[src/rtl/pgate_pkg.sv]
// Shared types and field positions for the power-gate stepping controller.
// Assumes an 8-stage header array and 4-bit delay codes.
package pgate_pkg;
    localparam int PG_STAGES = 8;
    localparam int PG_CODE_W = 4;
    localparam int PG_CNT_W  = 4;
    localparam int PG_WORD_W = 64;

    // Control word field positions
    localparam int F_FRC_LSB   = 0;
    localparam int F_VOVR_BIT  = 2;
    localparam int F_SOVR_BIT  = 3;
    localparam int F_RAW_LSB   = 8;
    localparam int F_CNT_LSB   = 16;
    localparam int F_STATE_LSB = 20;
    localparam int F_ACT_LSB   = 24;
    // Delay word field positions
    localparam int F_DN_LSB    = 0;
    localparam int F_UP_LSB    = 4;

    typedef enum logic [1:0] {
        SEQ_IDLE = 2'd0,
        SEQ_INC  = 2'd1,
        SEQ_DEC  = 2'd2,
        SEQ_WAIT = 2'd3
    } seq_state_e;

    localparam logic [1:0] FRC_NONE = 2'b00;
    localparam logic [1:0] FRC_OFF  = 2'b01;
    localparam logic [1:0] FRC_RSVD = 2'b10;
    localparam logic [1:0] FRC_ON   = 2'b11;

    localparam logic [1:0] OP_CTRL_PUT = 2'd0;
    localparam logic [1:0] OP_CTRL_SET = 2'd1;
    localparam logic [1:0] OP_CTRL_CLR = 2'd2;
    localparam logic [1:0] OP_DLY_PUT  = 2'd3;

    typedef struct packed {
        logic [PG_CNT_W-1:0]  cnt;
        logic [PG_STAGES-1:0] raw;
        logic                 sel_ovr;
        logic                 val_ovr;
        logic [1:0]           frc;
    } ctrl_t;

    // Extract the writable control fields from a bus word.
    function automatic ctrl_t word_to_ctrl(input logic [PG_WORD_W-1:0] w);
        ctrl_t c;
        c.frc     = w[F_FRC_LSB +: 2];
        c.val_ovr = w[F_VOVR_BIT];
        c.sel_ovr = w[F_SOVR_BIT];
        c.raw     = w[F_RAW_LSB +: PG_STAGES];
        c.cnt     = w[F_CNT_LSB +: PG_CNT_W];
        return c;
    endfunction
endpackage

[src/rtl/pgate_regs.sv]
// Control and delay storage with put, OR-set and clear write kinds.
// Assumes single-cycle write strobes; read-only fields live elsewhere.
module pgate_regs
    import pgate_pkg::*;
(
    input  logic                 clk,
    input  logic                 rst_n,
    input  logic                 wr_en,
    input  logic [1:0]           wr_op,
    input  logic [PG_WORD_W-1:0] wr_data,
    output ctrl_t                ctrl_q,
    output logic [PG_CODE_W-1:0] up_code,
    output logic [PG_CODE_W-1:0] dn_code
);
    ctrl_t wr_f;

    // Map the incoming word onto the writable fields
    always_comb wr_f = word_to_ctrl(wr_data);

    // Apply the selected write kind to the stored words
    always_ff @(posedge clk) begin
        if (!rst_n) begin
            ctrl_q  <= '0;
            up_code <= '0;
            dn_code <= '0;
        end else if (wr_en) begin
            case (wr_op)
                OP_CTRL_PUT: ctrl_q <= wr_f;
                OP_CTRL_SET: ctrl_q <= ctrl_q | wr_f;
                OP_CTRL_CLR: ctrl_q <= ctrl_q & ~wr_f;
                default: begin
                    up_code <= wr_data[F_UP_LSB +: PG_CODE_W];
                    dn_code <= wr_data[F_DN_LSB +: PG_CODE_W];
                end
            endcase
        end
    end
endmodule

[src/rtl/pgate_timer.sv]
// Step settling counter: loads UNIT_CLKS << (EXP_TOP - code) minus one and
// counts down; done is high while the count is zero. Codes at or above
// EXP_TOP saturate to the shortest span.
module pgate_timer
    import pgate_pkg::*;
#(
    parameter int UNIT_CLKS = 4,
    parameter int EXP_TOP   = 15
) (
    input  logic                 clk,
    input  logic                 rst_n,
    input  logic                 load,
    input  logic [PG_CODE_W-1:0] code,
    output logic                 done
);
    localparam int MAX_SPAN = UNIT_CLKS * (2 ** EXP_TOP);
    localparam int CNT_W    = $clog2(MAX_SPAN + 1);
    localparam int SH_W     = $clog2(EXP_TOP + 2);
    localparam logic [CNT_W-1:0] UNIT_V = CNT_W'(UNIT_CLKS);

    logic [SH_W-1:0]  shamt;
    logic [CNT_W-1:0] span;
    logic [CNT_W-1:0] cnt_q;

    // Exponent from the code, saturating at zero
    always_comb begin
        if (int'(code) >= EXP_TOP) shamt = '0;
        else                       shamt = SH_W'(EXP_TOP - int'(code));
        span = UNIT_V << shamt;
    end

    // Reload on a step, otherwise count down to zero and hold
    always_ff @(posedge clk) begin
        if (!rst_n)              cnt_q <= '0;
        else if (load)           cnt_q <= span - CNT_W'(1);
        else if (cnt_q != '0)    cnt_q <= cnt_q - CNT_W'(1);
    end

    assign done = (cnt_q == '0);
endmodule

[src/rtl/pgate_seq.sv]
// Stepping state machine: increments the enable thermometer from bit 0,
// decrements from the top, and waits for the timer between steps.
// The force command is sampled in idle and at the end of each wait.
module pgate_seq
    import pgate_pkg::*;
(
    input  logic                 clk,
    input  logic                 rst_n,
    input  logic [1:0]           frc,
    input  logic                 done,
    output seq_state_e           state,
    output logic [PG_STAGES-1:0] vec,
    output logic                 load,
    output logic                 step_up
);
    seq_state_e next_step;

    // Choose the next step from the command and the current vector
    always_comb begin
        if (frc == FRC_ON && vec != '1)        next_step = SEQ_INC;
        else if (frc == FRC_OFF && vec != '0)  next_step = SEQ_DEC;
        else                                   next_step = SEQ_IDLE;
    end

    // Advance the sequencer and update the vector on step states
    always_ff @(posedge clk) begin
        if (!rst_n) begin
            state <= SEQ_IDLE;
            vec   <= '0;
        end else begin
            case (state)
                SEQ_IDLE: state <= next_step;
                SEQ_INC: begin
                    vec   <= vec | (vec + PG_STAGES'(1));
                    state <= SEQ_WAIT;
                end
                SEQ_DEC: begin
                    vec   <= vec >> 1;
                    state <= SEQ_WAIT;
                end
                default: if (done) state <= next_step;
            endcase
        end
    end

    assign load    = (state == SEQ_INC) || (state == SEQ_DEC);
    assign step_up = (state == SEQ_INC);
endmodule

[src/rtl/pgate_outmux.sv]
// Output selection: raw override first, then stage-count thermometer,
// otherwise the sequencer vector.
module pgate_outmux
    import pgate_pkg::*;
(
    input  ctrl_t                ctrl,
    input  logic [PG_STAGES-1:0] vec,
    output logic [PG_STAGES-1:0] en_out
);
    logic [PG_STAGES-1:0] thermo;

    // One comparator per stage builds the count thermometer
    for (genvar i = 0; i < PG_STAGES; i++) begin : g_thermo
        assign thermo[i] = (int'(ctrl.cnt) > i);
    end

    // Priority selection of the enable source
    always_comb begin
        if (ctrl.val_ovr)      en_out = ctrl.raw;
        else if (ctrl.sel_ovr) en_out = thermo;
        else                   en_out = vec;
    end
endmodule

[src/rtl/pgate_step_ctrl.sv]
// Top of the power-gate stepping controller: registers, sequencer, timer
// and output selection, plus read-back assembly and rest flags.
// Assumes one rail and synchronous active-low reset.
module pgate_step_ctrl
    import pgate_pkg::*;
#(
    parameter int UNIT_CLKS = 4,
    parameter int EXP_TOP   = 15
) (
    input  logic        clk,
    input  logic        rst_n,
    input  logic        wr_en,
    input  logic [1:0]  wr_op,
    input  logic [63:0] wr_data,
    output logic [63:0] ctrl_rd,
    output logic [63:0] dly_rd,
    output logic [7:0]  en_out,
    output logic        all_on,
    output logic        all_off
);
    ctrl_t                ctrl_q;
    logic [PG_CODE_W-1:0] up_code;
    logic [PG_CODE_W-1:0] dn_code;
    logic [PG_CODE_W-1:0] step_code;
    seq_state_e           state;
    logic [PG_STAGES-1:0] vec;
    logic                 load;
    logic                 step_up;
    logic                 done;

    pgate_regs u_regs (
        .clk     (clk),
        .rst_n   (rst_n),
        .wr_en   (wr_en),
        .wr_op   (wr_op),
        .wr_data (wr_data),
        .ctrl_q  (ctrl_q),
        .up_code (up_code),
        .dn_code (dn_code)
    );

    pgate_seq u_seq (
        .clk     (clk),
        .rst_n   (rst_n),
        .frc     (ctrl_q.frc),
        .done    (done),
        .state   (state),
        .vec     (vec),
        .load    (load),
        .step_up (step_up)
    );

    // Pick the settling code for the step being taken
    always_comb step_code = step_up ? up_code : dn_code;

    pgate_timer #(
        .UNIT_CLKS (UNIT_CLKS),
        .EXP_TOP   (EXP_TOP)
    ) u_timer (
        .clk   (clk),
        .rst_n (rst_n),
        .load  (load),
        .code  (step_code),
        .done  (done)
    );

    pgate_outmux u_mux (
        .ctrl   (ctrl_q),
        .vec    (vec),
        .en_out (en_out)
    );

    // Assemble the control read-back word
    always_comb begin
        ctrl_rd                           = '0;
        ctrl_rd[F_FRC_LSB +: 2]           = ctrl_q.frc;
        ctrl_rd[F_VOVR_BIT]               = ctrl_q.val_ovr;
        ctrl_rd[F_SOVR_BIT]               = ctrl_q.sel_ovr;
        ctrl_rd[F_RAW_LSB +: PG_STAGES]   = ctrl_q.raw;
        ctrl_rd[F_CNT_LSB +: PG_CNT_W]    = ctrl_q.cnt;
        ctrl_rd[F_STATE_LSB +: 2]         = state;
        ctrl_rd[F_ACT_LSB +: PG_STAGES]   = en_out;
    end

    // Assemble the delay read-back word
    always_comb begin
        dly_rd                       = '0;
        dly_rd[F_DN_LSB +: PG_CODE_W] = dn_code;
        dly_rd[F_UP_LSB +: PG_CODE_W] = up_code;
    end

    // Rest flags for the rail
    always_comb begin
        all_on  = (state == SEQ_IDLE) && (&en_out);
        all_off = (state == SEQ_IDLE) && !(|en_out);
    end
endmodule

[config.mk]
export PLATFORM = sky130hd
export DESIGN_NAME = pgate_step_ctrl
export DESIGN_NICKNAME = d
export VERILOG_FILES = /design/src/rtl/pgate_pkg.sv /design/src/rtl/pgate_regs.sv /design/src/rtl/pgate_timer.sv /design/src/rtl/pgate_seq.sv /design/src/rtl/pgate_outmux.sv /design/src/rtl/pgate_step_ctrl.sv
export SDC_FILE = /design/constraint.sdc
export NUM_CORES = 1
export LEC_CHECK = 0
export ABC_AREA = 1
export BUFFER_PORTS_ARGS = -buffer_cell sky130_fd_sc_hd__clkbuf_2
export CORE_MARGIN = 4
export CORE_UTILIZATION = 49
export CTS_CLUSTER_SIZE = 25
export DETAILED_ROUTE_END_ITERATION = 7
export PLACE_DENSITY = 0.89
export SLEW_MARGIN = 10
export SYNTH_ARGS = -nofsm -noshare
export SYNTH_HDL_FRONTEND = slang
export SYNTH_HIERARCHICAL = 1
export SYNTH_SLANG_ARGS = --single-unit
[constraint.sdc]
create_clock -name clk -period 3.1 [get_ports clk]
set_clock_uncertainty 0.2 [all_clocks]
set_input_delay 0.62 -clock clk [delete_from_list [all_inputs] [get_ports clk]]
set_output_delay 0.62 -clock clk [all_outputs]
set_load 0.005 [all_outputs]
* Word-level counts from Yosys, hierarchy flattened *
Cells that the tools add are included.

word-level totals
  register bits = 52
  input port bits = 69
  output and inout port bits = 138
  logic and storage cells = 69

cells by class
  $add $sub $neg = 4
  order comparisons = 9
  equality and inequality tests = 7
  shifts and indexed selects = 1
  multiplexer cells = 12
  bitwise operators = 5
  reduce and logical (&&, ||, !) cells = 21

operators by type and width
  operator                                              count
  one-hot mux 16 bit (3 select lines)                   1
  two-way mux 18 bit                                    2
  subtractor 18 x 1 -> 18 bit (second input constant)   2
  logical NOT 18 bit                                    1
  nonzero test 18 bit                                   1
  << shifter 3 x 5 -> 18 bit (first input constant)     1
  AND 16 bit                                            1
  > comparator 4 x 3 -> 1 bit (second input constant)   4
  two-way mux 8 bit                                     2
  NOT 16 bit                                            1
  bitwise OR 16 bit                                     1
  one-hot mux 8 bit (2 select lines)                    1
  adder 8 x 1 -> 8 bit (second input constant)          1
  > comparator 4 x 1 -> 1 bit (second input constant)   2
  > comparator 4 x 2 -> 1 bit (second input constant)   2
  != test 8 bit (second input constant)                 1
  bitwise OR 8 bit                                      1
  AND reduction 8 bit                                   1
  nonzero test 8 bit                                    1
  OR reduction 8 bit                                    1
  equality test 2 x 1 -> 1 bit (second input constant)  3
  equality test 2 bit (second input constant)           3
  two-way mux 2 bit                                     3
  nonzero test 3 bit                                    2
  other kinds (14)                                      20

* Longest topological paths before layout *
Gate-level depths: netlist of the first run.

  depth in word-level cells = 7
  mapped depth = 17
  mapped depth without buffers = 17

* By module *
The synthesis of the first run kept the hierarchy.

by module, submodules not included
  module           instances  cells each  area each (um^2)  sequential area each (um^2)
  pgate_regs       1          226         1514.0            480.5
  pgate_timer      1          240         1403.8            360.3
  pgate_step_ctrl  1          129         880.8             0.0
  pgate_seq        1          82          566.8             200.2
  pgate_outmux     1          58          270.3             0.0

* Worst setup path after synthesis of the first run *
OpenSTA, ideal clock, no wires.

  path kind = register to register
  start point = reg u_seq.state[1]
  end point = reg u_timer.cnt_q[13]
  library setup time = 0.117 ns
  arrival = 2.145 ns
  required time = 2.783 ns
  setup slack = 0.638 ns
  cell stages (with the launch flop) = 15
  buffers on the path = 0
  clock period less this slack = 2.462 ns
  cells stage by stage = dfxtp_1 -> inv_1 -> ha_1 -> o21ai_0 -> inv_1 -> nand3_2 -> nor2_1 -> nor2_4 -> nand2_1 -> nor2_2 -> nand2_2 -> nor2_2 -> nand2_1 -> nand2_1 -> nor2_1

on the way
  word-level cells in the longest chain between the ends = 7
  elaborated cells on any way between the ends = 11
  classes of those cells = 2 x add/sub; 1 x order compare; 2 x eq/ne; 1 x shift; 3 x mux; 2 x reduce/logical

RTL lines
  what                                                                                   line                                  RTL
  from (decl)                                                                            pgate_seq.sv:11                       output seq_state_e state,
  from (signal assigned)                                                                 pgate_seq.sv:32                       SEQ_IDLE: state <= next_step;
  from (signal assigned)                                                                 pgate_seq.sv:41                       default: if (done) state <= next_step;
  equality test 2 x 1 -> 1 bit *                                                         pgate_seq.sv:47                       assign step_up = (state == SEQ_INC);
  named net step_up                                                                      pgate_step_ctrl.sv:28                 logic step_up;
  two-way mux 4 bit *                                                                    pgate_step_ctrl.sv:54                 always_comb step_code = step_up ? up_code : dn_code;
  named net step_code[1]                                                                 pgate_step_ctrl.sv:24                 logic [PG_CODE_W-1:0] step_code;
  subtractor 4 x 4 -> 5 bit / greater-or-equal comparator 4 bit (equally long branches)  pgate_timer.sv:28, pgate_timer.sv:27
  two-way mux 5 bit *                                                                    pgate_timer.sv:27                     if (int'(code) >= EXP_TOP) shamt = '0;
  << shifter 3 x 5 -> 18 bit *                                                           pgate_timer.sv:29                     span = UNIT_V << shamt;
  subtractor 18 x 1 -> 18 bit *                                                          pgate_timer.sv:35                     else if (load) cnt_q <= span - CNT_W'(1);
  two-way mux 18 bit *                                                                   pgate_timer.sv:35
  to (signal assigned)                                                                   pgate_timer.sv:35
  to (signal assigned)                                                                   pgate_timer.sv:36                     else if (cnt_q != '0) cnt_q <= cnt_q - CNT_W'(1);
  to (decl)                                                                              pgate_timer.sv:23                     logic [CNT_W-1:0] cnt_q;

The timed path passes the listed nets; every way through them passes the cells marked *.
A chain may end at the register's enable or synchronous reset.

* Final worst setup path of the first run *
  start point = reg u_regs/ctrl_q[3] (netlist name)
  end point = out all_on

on the way
  word-level cells in the longest chain between the ends = 4

RTL lines
  what                 line                   RTL
  two-way mux 8 bit    pgate_outmux.sv:20     else if (ctrl.sel_ovr) en_out = thermo;
  two-way mux 8 bit    pgate_outmux.sv:19     if (ctrl.val_ovr) en_out = ctrl.raw;
  AND reduction 8 bit  pgate_step_ctrl.sv:94  all_on = (state == SEQ_IDLE) && (&en_out);
  logical AND 1 bit    pgate_step_ctrl.sv:94
  to (decl)            pgate_step_ctrl.sv:18  output logic all_on,

Every way passes these cells.

==> results.yml, run 1 <==
route:
  vias: 4301
  drc_errors: 0
  wire_per_inst_microns: 11.2
  totalWireLength_microns: 10300
  drt_iter0_drc: 358
  ant_nets: 0
  vias_per_cell: 4.68
  drt_pass1_iterations: 6
clock_network:
  cts_tree: "yes"
  cts_setup_buffers: 0
  clkLatencyLatePin_ns: 0.32
  cts.sinks: 52
  clkTransAtPathRegs_ns: 0.11
  cts-resized-gates: 0
  htreeDepth: 2
  holdBufCountCts: 0
  cts_buffers: 5
  cts_buffer_depth: 2
  cts_root_buffer: "clkbuf_8"
critical_path:
  crit_chain: "nand2_1 > nand3_1 > nor2_1 > nor2_1 > nand2_1 > nor2_1 > nand2_1 > nor2_2 > clkbuf_2"
  path_class: "flop to output pin"
  critPathLaunchType: "flop"
  worstPathArrival_ns: 2.00
  critPathRequiredTime_ns: 2.28
  cp_max_fo: 13
  startpoint: "u_regs/ctrl_q[3]"
  cp-end-kind: "output pin"
  cpMaxStageDelayCell: "dfxtp_1"
  r2r_cells: 12
  max_stage_delay_ns: 0.62
  timing.rr.start: "u_seq/state[1]"
sta:
  slew_headroom_pct: 56.0
  max_freq_mhz: 355
  finalHoldViolations: 0
  holdWs_ns: 0.316
  tightest_slew_ns: 0.661
  slew_violations: 0
  setup_tns_ns: 0
  finalSetupViolCount: 0
  min_period_over_period_pct: 91.0
  fin_ws_ns: 0.280
  finalCriticalPeriod_ns: 2.82
  rsz0062_at_grt: "false"
synth:
  ys_warn_count: 6
  synthAdderAreaFrac_pct: 1.89
  synthDistinctLibCells: 38
  syn_area_sq_um: 4640
  synthMuxAreaShare_pct: 0
  yosysSeqAreaShare_pct: 22.5
  synth-simple-area-share_pct: 37.5
  synth_seq_cells: 52
  synth_top_cell_area_share_pct: 22.5
  synth_top_family_by_area: "simple AND/OR/NAND/NOR gates"
  synth_compound_area_share_pct: 9.82
  postSynthCellCount: 735
  synth.area.top_cells: "dfxtp_1, buf_4, nand2_1"
  avgSynthCellArea_sq_um: 6.31
  synth.largest_area_cell: "dfxtp_1"
  synth-xor-area-share_pct: 0
global_route:
  antenna_found_initial: 0
  grt_pass1_vias: 3565
  overflow: 0
  grt_pass1_wl_microns: 16400
  grt.total_usage_pct: 17.6
  grt_max_degree: 20
die:
  die_h_microns: 105
  die_width_microns: 105
  rows: 35
  die-area_sq_um: 11100
  io_pins: 207
  start_util_pct: 50.2
  core_area_sq_um: 9240
power_and_ir_drop:
  p_per_area_nw_per_um2: 686
  ir_drop_mv: 0.329
  finalPower_uw: 3220
  leakage_uw: 0.00256
layout:
  fillers: 902
  final_common_cell: "nand2_1"
  final_layout_size_suffix_gt1_share_pct: 19.2
  n_antenna_cell: 0
  area_delta_synth_final_pct: 1.27
  final_cell_mix: "nand2_1, nor2_1, conb_1, inv_1, clkbuf_2"
  nNetsFinal: 866
place:
  hpwlAfterDp_microns: 7940
  io_buffers: 68
  place_congestion: 0.914
  place_ws_ns: 0.368
run:
  cap_viol_max_count: 0
hold_path:
  hold_depth: 2
  hold_path_class: "flop to flop"
  min_from: "u_regs/up_code[3]"
status:
  status: "finished clean"
==> cell usage after synthesis <==
library cell / instances
nor2_2: 14
or2_2: 1
clkbuf_4: 1
and3_1: 1
inv_1: 81
conb_1: 1
o221a_2: 1
nand3_1: 32
nor3_1: 4
nand2_2: 4
nor3b_1: 1
a21oi_2: 7
a32o_1: 1
a21oi_1: 35
nor2_8: 1
buf_6: 7
ha_1: 7
nand2_4: 7
nor2_4: 2
inv_4: 3
nor3_4: 1
o21ai_2: 4
inv_2: 9
o21bai_1: 4
buf_2: 3
a21boi_0: 1
o21ai_1: 3
nand4_1: 5
nand3_2: 14
buf_8: 4
buf_4: 105
dfxtp_1: 52
nor2_1: 111
clkbuf_2: 1
o21ai_0: 18
a31oi_1: 2
nand2_1: 186
o211ai_1: 1
==> through the flow <==
stage          utilization, %  instance area (sq um)  instances
2_1_floorplan               -                   4980        828
3_3_place_gp             49.7                   4590        912
3_5_place_dp             49.7                   4590        912
4_1_cts                  50.8                   4690        920
5_1_grt                  50.8                   4690        920
6_report                 50.8                   4690        920
==> power by group <==
group          total [uW]  switching, uW  internal [uW]
clock                 427            256            170
combinational        1860           1210            641
sequential            938            121            816
==> per-layer routing <==
layer  GRT usage (%)  part of all wire (%)  vias to the layer above
li1                -                     -                     2172
met1            23.2                    42                     1890
met2            28.6                    46                      209
met3            2.94                   8.7                       30
met4            7.22                   2.9                        0
met5               0                     0                        -
==> critical path: cells and delay by family, from the launching register on <==
kind | cells | cell delay (ns)
AND/OR/NAND/NOR | 8 | 0.96
flip-flops | 1 | 0.62
buffers and inverters | 1 | 0.11
==> layout make-up <==
class	instances	area [sq um]	share of cell area [%]
Clock inverter	3	33.8	0.720
Multi-Input combinational cell	562	2630	56.1
Tap cell	129	161	3.44
Timing Repair Buffer	76	400	8.53
Clock buffer	5	68.8	1.47
Sequential cell	52	1040	22.2
Inverter	93	357	7.60
==> path summary, 6_finish.rpt <==
| path | slack, ns | end |
|---|---|---|
| worst max-delay path | 0.28 | all_on |
| worst min register to register | 0.32 | u_regs/up_code[3] |
| worst max register to register | 0.36 | u_timer/cnt_q[17] |
| worst min-delay path | 0.32 | u_regs/up_code[3] |
==> registers in the layout, summed over array words and instances (netlist names) <==
register,count
u_seq/state,2
u_seq/vec,8
u_regs/up_code,4
u_regs/dn_code,4
u_regs/ctrl_q,16
u_timer/cnt_q,18
==> kinds of logic after synthesis <==
| group | count (synthesis) |
|---|---|
| AND/OR/NAND/NOR | 384 |
| buffers and inverters | 214 |
| AO/OA/AOI/OAI | 77 |
| flip-flops | 52 |
| adder cells (fa/ha/maj) | 7 |
| other | 1 |
Power figures use the tool's default switching activity.
==> run 2, diff against run 1 <==
- CORE_UTILIZATION: 49 -> 44
- PLACE_DENSITY: 0.89 -> 0.84
- clock period: 3.1 -> 2.55 ns (I/O delays scaled with it)
==> run 2 against run 1 <==
  * Global-route usage decreased by 1.6 points
  * Non-clock buffer count increased by 4
  * Clock power increased by 21%
  * Count of clock-buffer cells in the layout unchanged
  * Via count increased by 0.40%
  * Design area increased by 1.9%
  * Die area increased by 10%
==> results.yml, run 2 (synthesized netlist as in run 1, its figures left out) <==
sta:
  rsz0062_at_grt: "true"
  tightest_slew_ns: 0.684
  finalCriticalPeriod_ns: 2.39
  min_period_over_period_pct: 93.7
  max_freq_mhz: 419
  slew_violations: 0
  finalHoldViolations: 0
  finalSetupViolCount: 0
  setup_tns_ns: 0
  slew_headroom_pct: 54.4
critical_path:
  worstPathArrival_ns: 1.68
  cp_max_fo: 5
  r2r_cells: 16
  path_class: "flop to output pin"
  timing.rr.start: "u_seq/state[0]"
  critPathLaunchType: "flop"
  ff2ff_setup_slack_ns: 0.17
  r2r_end: "u_timer/cnt_q[13]"
  critPathRequiredTime_ns: 1.84
  cp-end-kind: "output pin"
layout:
  final_layout_size_suffix_gt1_share_pct: 21.4
  regMostFlops: "u_timer/cnt_q"
  final_cell_mix: "nand2_1, nor2_1, conb_1, inv_1, clkbuf_2"
  n_antenna_cell: 0
  reg.largest.list: "u_timer/cnt_q (18), u_regs/ctrl_q (16), u_seq/vec (8)"
  fin_cells: 931
  largest_register_ffs: 18
  fillers: 1088
  area_delta_synth_final_pct: 3.18
  nNetsFinal: 870
  final_common_cell: "nand2_1"
clock_network:
  cts_tree: "yes"
  holdBufCountCts: 0
  cts_buffers: 5
  cts.sinks: 52
  cts_root_buffer: "clkbuf_8"
  cts_buffer_depth: 2
  clkLatencyLatePin_ns: 0.32
  htreeDepth: 2
  clkTransAtPathRegs_ns: 0.11
route:
  drt_pass1_iterations: 5
  totalWireLength_microns: 10600
  drc_errors: 0
  wire_per_inst_microns: 11.4
  ant_nets: 0
  vias: 4318
  vias_per_cell: 4.64
  drt_iter0_drc: 289
global_route:
  grt.total_usage_pct: 16.0
  grt_pass1_vias: 3702
  antenna_found_initial: 0
  overflow: 0
  grt_pass1_wl_microns: 16900
  grt_max_degree: 35
die:
  core_area_sq_um: 10300
  start_util_pct: 45.1
  die_h_microns: 111
  die-area_sq_um: 12200
  io_pins: 207
  rows: 37
  die_width_microns: 111
status:
  status: "finished clean"
hold_path:
  hold_depth: 3
  hold_path_class: "primary input to flop"
  min_from: "wr_data[4]"
  holdPathEnd: "u_regs/up_code[0]"
place:
  place_congestion: 0.952
  hpwlAfterDp_microns: 8270
  placedCellCount: 922
  io_buffers: 68
power_and_ir_drop:
  ir_drop_mv: 0.423
  leakage_uw: 0.00259
  finalPower_uw: 3980
  p_per_area_nw_per_um2: 831
run:
  cap_viol_max_count: 0
run 2: cell count changes in the layout (fill, tap and decap cells not counted), sizes merged:
cell	change
clkinv	-1
buf	+4
inv	+1
run 2: stage by stage:
stage	setup slack, ns	cell area, sq um	hold slack (ns)	utilization, %
finish	0.161	4780	0.248	46.5
global placement	-0.106	4620	0.297	45.0
CTS	0.0246	4720	0.241	45.9
floorplan	0.0877	4980	0.261	-
detailed placement	-0.157	4620	0.300	45.0
global route	-0.0132	4780	0.251	46.5
run 2: layout make-up:
cell class / count / area (sq um) / share of cell area, %
multi-input cells: 562 / 2680 / 56.1
well taps: 136 / 170 / 3.56
repair buffers: 80 / 430 / 9.00
inverters: 93 / 359 / 7.51
clock buffers: 5 / 68.8 / 1.44
clock inverters: 3 / 26.3 / 0.549
flip-flops and latches: 52 / 1050 / 21.9
run 2: report_power, final:
group	leakage [uW]	internal [uW]	switching, uW	total, uW
combinational	0.00211	841	1480	2320
clock	0.0000491	203	314	517
sequential	0.000428	994	144	1140
total	0.00259	2040	1940	3980
run 2: worst max-delay path by stage:
stage / from / end / cells past startpoint
after floorplan: u_seq/state[1] / u_timer/cnt_q[13] / 14
after global placement: u_seq/state[1] / u_timer/cnt_q[13] / 12
after detailed placement: u_seq/state[1] / u_timer/cnt_q[13] / 14
after CTS: u_regs/ctrl_q[3] / all_on / 10
after global routing: u_regs/ctrl_q[3] / all_off / 10
final: u_regs/ctrl_q[14] / all_on / 9
run 2: metal layers:
metal / vias up / part of all wire, % / track usage [%]
li1: 2184 / - / -
met1: 1936 / 43 / 21.6
met2: 182 / 47 / 26.4
met3: 16 / 7.4 / 2.63
met4: 0 / 1.7 / 4.43
met5: - / 0 / 0
run 2: repair_timing:
item / 4_1_cts / 5_1_grt
setup buffers: 0 / 1
endpoints found under the hold margin: 0 / 0
pin swaps: 0 / 2
endpoints found under the setup margin: 11 / 17
resized for setup: 3 / 17
run 2: critical path, cell delays in order (launching register included):
cell,delay (ns)
dfxtp_1,0.51
nor2_1,0.11
nand3_1,0.09
nand2_1,0.05
nand2_1,0.17
nand2_1,0.08
nor2_1,0.10
nand2_1,0.07
nor2_2,0.07
clkbuf_2,0.11
